--- src/rtl/slot_seq_pkg.sv ---
package slot_seq_pkg;

  typedef enum logic [2:0] {
    ST_OFF,
    ST_PWRUP,
    ST_PROG,
    ST_SETTLE,
    ST_IDLE,
    ST_RX,
    ST_TX
  } seqState_t;

  typedef enum logic [1:0] {
    WAIT_PWR,
    WAIT_PLL,
    WAIT_COLD
  } waitSel_t;

  // strobes from the control FSM to the datapath
  typedef struct packed {
    logic     loadTimer;
    waitSel_t waitSel;
    logic     startPre;
    logic     txActive;
  } dpCtrl_t;

endpackage

--- src/rtl/slot_seq_dp.sv ---
module slot_seq_dp
  import slot_seq_pkg::*;
#(
  parameter int PWR_CYC     = 4000,
  parameter int PLL_CYC     = 20000,
  parameter int COLD_TX_CYC = 25000,
  parameter int PRE_BITS    = 16,
  parameter int BIT_CYC     = 87
) (
  input  logic    clk,
  input  logic    rst_n,
  input  dpCtrl_t ctl,
  input  logic    txBitIn,
  output logic    timerZero,
  output logic    txBitOut,
  output logic    txPayloadEn
);

  localparam int MAX_A    = (PWR_CYC > PLL_CYC) ? PWR_CYC : PLL_CYC;
  localparam int MAX_WAIT = (MAX_A > COLD_TX_CYC) ? MAX_A : COLD_TX_CYC;
  localparam int TW       = $clog2(MAX_WAIT + 1);
  localparam int BW       = $clog2(BIT_CYC + 1);
  localparam logic [TW-1:0] PWR_LD  = TW'(PWR_CYC - 1);
  localparam logic [TW-1:0] PLL_LD  = TW'(PLL_CYC - 1);
  localparam logic [TW-1:0] COLD_LD = TW'(COLD_TX_CYC - 1);
  localparam logic [BW-1:0] BIT_LAST = BW'(BIT_CYC - 1);

  // wait timer: a load of N-1 gives a wait of N cycles
  logic [TW-1:0] waitCnt;
  logic [TW-1:0] loadVal;

  always_comb begin
    case (ctl.waitSel)
      WAIT_PWR:  loadVal = PWR_LD;
      WAIT_COLD: loadVal = COLD_LD;
      default:   loadVal = PLL_LD;
    endcase
  end

  always_ff @(posedge clk or negedge rst_n) begin
    if (!rst_n)                waitCnt <= '0;
    else if (ctl.loadTimer)    waitCnt <= loadVal;
    else if (waitCnt != '0)    waitCnt <= waitCnt - 1'b1;
  end

  assign timerZero = (waitCnt == '0);

  // preamble generator
  logic inPre;
  logic preBit;

  generate
    if (PRE_BITS == 0) begin : g_noPre
      assign inPre  = 1'b0;
      assign preBit = 1'b0;
    end else begin : g_pre
      localparam int PW = $clog2(PRE_BITS + 2);
      localparam logic [PW-1:0] PRE_END = PW'(PRE_BITS);
      logic [PW-1:0] preCnt;
      logic [BW-1:0] bitCyc;

      always_ff @(posedge clk or negedge rst_n) begin
        if (!rst_n) begin
          preCnt <= '0;
          bitCyc <= '0;
        end else if (ctl.startPre) begin
          preCnt <= '0;
          bitCyc <= '0;
        end else if (ctl.txActive) begin
          if (bitCyc == BIT_LAST) begin
            bitCyc <= '0;
            if (preCnt != PRE_END) preCnt <= preCnt + 1'b1;
          end else begin
            bitCyc <= bitCyc + 1'b1;
          end
        end
      end

      assign inPre  = (preCnt != PRE_END);
      assign preBit = ~preCnt[0];
    end
  endgenerate

  assign txBitOut    = ctl.txActive & (inPre ? preBit : txBitIn);
  assign txPayloadEn = ctl.txActive & ~inPre;

endmodule

--- src/rtl/slot_seq_ctrl.sv ---
module slot_seq_ctrl
  import slot_seq_pkg::*;
(
  input  logic    clk,
  input  logic    rst_n,
  input  logic    slotReq,
  input  logic    slotIsTx,
  input  logic    sleepReq,
  input  logic    endSlot,
  input  logic    shiftDone,
  input  logic    timerZero,
  output dpCtrl_t ctl,
  output logic    regPwrUp,
  output logic    trxPwrUp,
  output logic    busEnN,
  output logic    rxOn,
  output logic    txOn,
  output logic    openLoopN,
  output logic    busy
);

  seqState_t state, nextState;
  logic curTx, nextTx;
  logic coldStart, nextCold;
  logic pendValid, pendTx;
  logic takeReq;
  logic reqAvail, reqTx;

  assign reqAvail = slotReq | pendValid;
  assign reqTx    = slotReq ? slotIsTx : pendTx;

  always_comb begin
    nextState     = state;
    nextTx        = curTx;
    nextCold      = coldStart;
    takeReq       = 1'b0;
    ctl.loadTimer = 1'b0;
    ctl.waitSel   = WAIT_PLL;
    ctl.startPre  = 1'b0;
    ctl.txActive  = (state == ST_TX);
    case (state)
      ST_OFF: begin
        if (reqAvail) begin
          nextState     = ST_PWRUP;
          nextTx        = reqTx;
          nextCold      = 1'b1;
          takeReq       = 1'b1;
          ctl.loadTimer = 1'b1;
          ctl.waitSel   = WAIT_PWR;
        end
      end
      ST_PWRUP: begin
        if (timerZero) nextState = ST_PROG;
      end
      ST_PROG: begin
        if (shiftDone) begin
          nextState     = ST_SETTLE;
          ctl.loadTimer = 1'b1;
          ctl.waitSel   = (curTx && coldStart) ? WAIT_COLD : WAIT_PLL;
        end
      end
      ST_SETTLE: begin
        if (timerZero) begin
          nextState    = curTx ? ST_TX : ST_RX;
          ctl.startPre = curTx;
          nextCold     = 1'b0;
        end
      end
      ST_IDLE: begin
        if (reqAvail) begin
          nextState = ST_PROG;
          nextTx    = reqTx;
          takeReq   = 1'b1;
        end
      end
      ST_RX, ST_TX: begin
        if (endSlot) begin
          if (reqAvail) begin
            nextState = ST_PROG;
            nextTx    = reqTx;
            takeReq   = 1'b1;
          end else if (sleepReq) begin
            nextState = ST_OFF;
          end else begin
            nextState = ST_IDLE;
          end
        end
      end
      default: nextState = ST_OFF;
    endcase
  end

  always_ff @(posedge clk or negedge rst_n) begin
    if (!rst_n) begin
      state     <= ST_OFF;
      curTx     <= 1'b0;
      coldStart <= 1'b0;
      pendValid <= 1'b0;
      pendTx    <= 1'b0;
    end else begin
      state     <= nextState;
      curTx     <= nextTx;
      coldStart <= nextCold;
      if (takeReq) begin
        pendValid <= 1'b0;
      end else if (slotReq) begin
        pendValid <= 1'b1;
        pendTx    <= slotIsTx;
      end
    end
  end

  assign regPwrUp  = (state != ST_OFF);
  assign trxPwrUp  = (state != ST_OFF);
  assign busEnN    = (state != ST_PROG);
  assign rxOn      = (state == ST_RX);
  assign txOn      = (state == ST_TX);
  assign openLoopN = (state != ST_TX);
  assign busy      = (state == ST_PWRUP) || (state == ST_PROG) || (state == ST_SETTLE);

endmodule

--- src/rtl/radio_slot_seq.sv ---
module radio_slot_seq
  import slot_seq_pkg::*;
#(
  parameter int PWR_CYC     = 4000,
  parameter int PLL_CYC     = 20000,
  parameter int COLD_TX_CYC = 25000,
  parameter int PRE_BITS    = 16,
  parameter int BIT_CYC     = 87
) (
  input  logic clk,
  input  logic rst_n,
  input  logic slotReq,
  input  logic slotIsTx,
  input  logic sleepReq,
  input  logic endSlot,
  input  logic shiftDone,
  input  logic txBitIn,
  output logic regPwrUp,
  output logic trxPwrUp,
  output logic busEnN,
  output logic rxOn,
  output logic txOn,
  output logic openLoopN,
  output logic txBitOut,
  output logic txPayloadEn,
  output logic busy
);

  dpCtrl_t ctl;
  logic    timerZero;

  slot_seq_ctrl u_ctrl (
    .clk       (clk),
    .rst_n     (rst_n),
    .slotReq   (slotReq),
    .slotIsTx  (slotIsTx),
    .sleepReq  (sleepReq),
    .endSlot   (endSlot),
    .shiftDone (shiftDone),
    .timerZero (timerZero),
    .ctl       (ctl),
    .regPwrUp  (regPwrUp),
    .trxPwrUp  (trxPwrUp),
    .busEnN    (busEnN),
    .rxOn      (rxOn),
    .txOn      (txOn),
    .openLoopN (openLoopN),
    .busy      (busy)
  );

  slot_seq_dp #(
    .PWR_CYC     (PWR_CYC),
    .PLL_CYC     (PLL_CYC),
    .COLD_TX_CYC (COLD_TX_CYC),
    .PRE_BITS    (PRE_BITS),
    .BIT_CYC     (BIT_CYC)
  ) u_dp (
    .clk         (clk),
    .rst_n       (rst_n),
    .ctl         (ctl),
    .txBitIn     (txBitIn),
    .timerZero   (timerZero),
    .txBitOut    (txBitOut),
    .txPayloadEn (txPayloadEn)
  );

endmodule

--- config.mk ---
export PLATFORM = sky130hd
export DESIGN_NAME = radio_slot_seq
export DESIGN_NICKNAME = d
export VERILOG_FILES = /design/src/rtl/slot_seq_pkg.sv /design/src/rtl/slot_seq_dp.sv /design/src/rtl/slot_seq_ctrl.sv /design/src/rtl/radio_slot_seq.sv
export SDC_FILE = /design/constraint.sdc
export NUM_CORES = 1
export LEC_CHECK = 0
export BUFFER_PORTS_ARGS = -buffer_cell sky130_fd_sc_hd__buf_4
export CAP_MARGIN = 10
export CORE_MARGIN = 8
export CORE_UTILIZATION = 60
export DETAILED_ROUTE_END_ITERATION = 7
export HOLD_SLACK_MARGIN = 0.1
export PLACE_DENSITY = 0.86
export SLEW_MARGIN = 20
export SYNTH_ARGS = -nofsm -noshare
export SYNTH_HDL_FRONTEND = slang
export SYNTH_HIERARCHICAL = 1
export SYNTH_SLANG_ARGS = --single-unit
--- constraint.sdc ---
create_clock -name clk -period 8.1 [get_ports clk]
set_input_delay 1.215 -clock clk [delete_from_list [all_inputs] [get_ports clk]]
set_output_delay 1.215 -clock clk [all_outputs]
set_load 0.01 [all_outputs]
==> impl_metrics.json <==
{
  "synthCells": 219,
  "worst_slack_ns": 4.71,
  "yosys-top-cells-area": "dfrtp_1, nand2_1, nor2_1, ha_1, xnor2_1",
  "slew_headroom_pct": 65.9,
  "grtUsageTotal_pct": 16.8,
  "synth_edf_count": 0,
  "rr_worst_depth": 11,
  "wl_per_cell_um": 14.7,
  "hold_viol": 0,
  "core_um2": 3310,
  "drt-total-wl_um": 4130,
  "worstPathCellList": "inv_1 -> ha_1 -> or3b_2 -> or2_2 -> nor4_1 -> nor3b_1 -> and2_1 -> o2111ai_1 -> nor2_1 -> xnor2_1 -> nor3_1",
  "cp-end-kind": "flip-flop",
  "syn_avg_cell_area_um2": 9.34,
  "hpwl_um": 3010,
  "synth_cell_types": 58,
  "yosysSeqAreaShare_pct": 41.6,
  "outcome": "completed",
  "finalMaxSlewViolations": 0,
  "vias_per_cell": 5.95,
  "fmax_ghz": 0.295,
  "finalSetupViolCount": 0,
  "grt_overflow": 0,
  "rows": 21,
  "power_mw": 0.578,
  "cts_max_path_buffers": 2,
  "slowest_stage": "or3b_2",
  "cellPowerDensity_nw_per_um2": 257,
  "clock-sinks": 34,
  "die_area_um2": 5530,
  "reg2reg_from": "u_dp/waitCnt[0]",
  "worstPathRequired_ns": 8.31,
  "area_growth_pct": 10.0,
  "ios": 17,
  "crit_path_start_kind": "flip-flop",
  "final_area_um2": 2250,
  "die_x_um": 74.4,
  "yosysWarnings": 6,
  "leakage_nw": 0.967,
  "max_cap_viol_count": 0,
  "reg2reg_to": "u_dp/g_pre.bitCyc[6]",
  "grt_pass1_wl_um": 7290,
  "fin_crit_ns": 3.39,
  "ir_worst_vdd_uv": 234,
  "ys.flop_type": "dfrtp_1",
  "htree_levels": 2,
  "synth_seq_cells": 34,
  "worstSkewPairLatency_ns": 0.33,
  "hold_depth": 1,
  "place_area_um2": 2170,
  "postRouteAntennaNets": 0,
  "start_util_pct": 61.8,
  "drive_gt1_share_pct": 17.4,
  "fin_setup_tns_ns": 0,
  "rrSetupSlack_ns": 4.71,
  "synth_top_cell_area_share_pct": 41.6,
  "worstPathMaxFanout": 14,
  "rsz0062_at_grt": "no",
  "port_buffers": 16,
  "critical_path_class": "flip-flop to flip-flop",
  "cts_tree": "built",
  "worstPathArrival_ns": 3.60,
  "multi_input_comb_area_um2": 1100,
  "fillers": 297,
  "tightest_slew_ns": 0.511,
  "drc": 0,
  "min_period_over_period_pct": 41.8,
  "cts_resized": 0,
  "first_iter_violations": 78,
  "gp_congestion": 0.848,
  "grt_max_degree": 35,
  "clock-root-buffer": "clkbuf_4",
  "synth_fp_nets": 232,
  "crit_buf_inv": 1,
  "clk_pin_slew_ns": 0.10,
  "holdBufCountCts": 0,
  "drt_pass1_iterations": 4,
  "post_cts_buffers": 0,
  "netlist_area_um2": 2050,
  "skew_ns": 0.00698,
  "ff_latch_area_um2": 851,
  "cts-buffers-inserted": 5,
  "hold_start": "u_ctrl/pendTx",
  "holdPathEnd": "u_ctrl/pendTx",
  "synthArstFlopShare_pct": 100,
  "path_delay_family": "simple AND/OR/NAND/NOR gates",
  "grt_pass1_vias": 1688,
  "hold_path.class": "flip-flop to flip-flop",
  "vias": 1672,
  "n_antenna_cell": 0,
  "antenna_found_initial": 0,
  "slowest_delay_ns": 0.51,
  "pre_cts_slack_ns": 4.71,
  "synth_top_area_cell": "dfrtp_1",
  "fin_nets": 247,
  "dieHeight_um": 74.4
}
## area by class of cell
type / instances / share of cell area [%]
multi-input combinational: 167 / 49.0
sequential: 34 / 37.8
timing repair buffer: 17 / 5.67
clock buffer: 8 / 3.50
tap: 46 / 2.56
inverter: 9 / 1.50
## synthesized netlist by cell type, drive strengths merged (2+ instances only)
cell type / number
a21oi: 9
a22oi: 3
a31oi: 4
buf: 6
clkbuf: 3
dfrtp: 34
ha: 5
inv: 9
mux2: 3
mux2i: 5
nand2: 24
nand2b: 2
nand3: 2
nand3b: 4
nand4: 3
nor2: 21
nor2b: 3
nor3: 7
nor3b: 2
nor4: 4
o2111ai: 2
o21ai: 14
o31ai: 2
or2: 3
or3: 8
or4: 5
xnor2: 7
xor2: 4
## worst max path at each step
stage	startpoint	to	slack [ns]	depth (start not counted)
final	u_dp/waitCnt[0]	u_dp/g_pre.bitCyc[6]	4.71	11
after global routing	u_dp/waitCnt[0]	u_dp/g_pre.bitCyc[6]	4.40	11
after CTS	u_dp/waitCnt[0]	u_dp/g_pre.bitCyc[6]	4.70	11
after detailed placement	u_dp/waitCnt[0]	u_dp/g_pre.bitCyc[6]	4.71	11
after global placement	u_dp/waitCnt[0]	u_dp/g_pre.bitCyc[6]	4.86	11
after floorplan	u_ctrl/state[0]	txBitOut	5.12	7
## routing by layer
layer	vias to the layer above	part of all wire [%]	track usage, %
met4	0	1.9	7.17
met1	796	47	20.8
li1	823	-	-
met5	-	0	0
met2	43	47	26.5
met3	10	4.6	4.72
## power breakdown
group	switching [mW]	internal [mW]
Sequential	0.0526	0.207
Clock	0.0541	0.0593
Combinational	0.106	0.0995
## kinds of logic (layout without fill, tap and decap cells)
group,count (synthesis),after routing,share of synthesized area (%)
AND/OR/NAND/NOR,95,95,25.4
AO/OA/AOI/OAI,47,47,15.9
flip-flops,34,34,41.6
buffers and inverters,18,34,4.53
XOR/XNOR,11,11,4.71
multiplexers,8,8,4.28
adder cells (fa/ha/maj),6,6,3.61
## per-stage QoR
step                      hold slack [ns]  utilization (%)  std cells
after global placement              0.502             65.6        273
after detailed placement            0.500             65.6        273
final                               0.524             68.0        281
after floorplan                     0.481                -        219
after CTS                           0.527             68.0        281
after global routing                0.549             68.0        281
## state kept, by name, summed over array words and instances (netlist names)
| register | flops |
|---|---|
| u_ctrl/curTx | 1 |
| u_dp/g_pre.bitCyc | 7 |
| u_ctrl/pendTx | 1 |
| u_ctrl/state | 3 |
| u_ctrl/coldStart | 1 |
| u_ctrl/pendValid | 1 |
| u_dp/waitCnt | 15 |
| u_dp/g_pre.preCnt | 5 |
## cell usage in the layout, fill, tap and decap left out, types with 4 or more instances in the layout
cell type / instances
nor3_1: 7
mux2i_1: 5
nor2_1: 19
nand3b_1: 4
a21oi_1: 9
inv_1: 9
xnor2_1: 7
buf_4: 17
o21ai_0: 12
ha_1: 5
dfrtp_1: 34
or3_1: 8
nor4_1: 4
clkbuf_4: 5
nand2_1: 23
xor2_1: 4
Power figures use the tool's default switching activity.
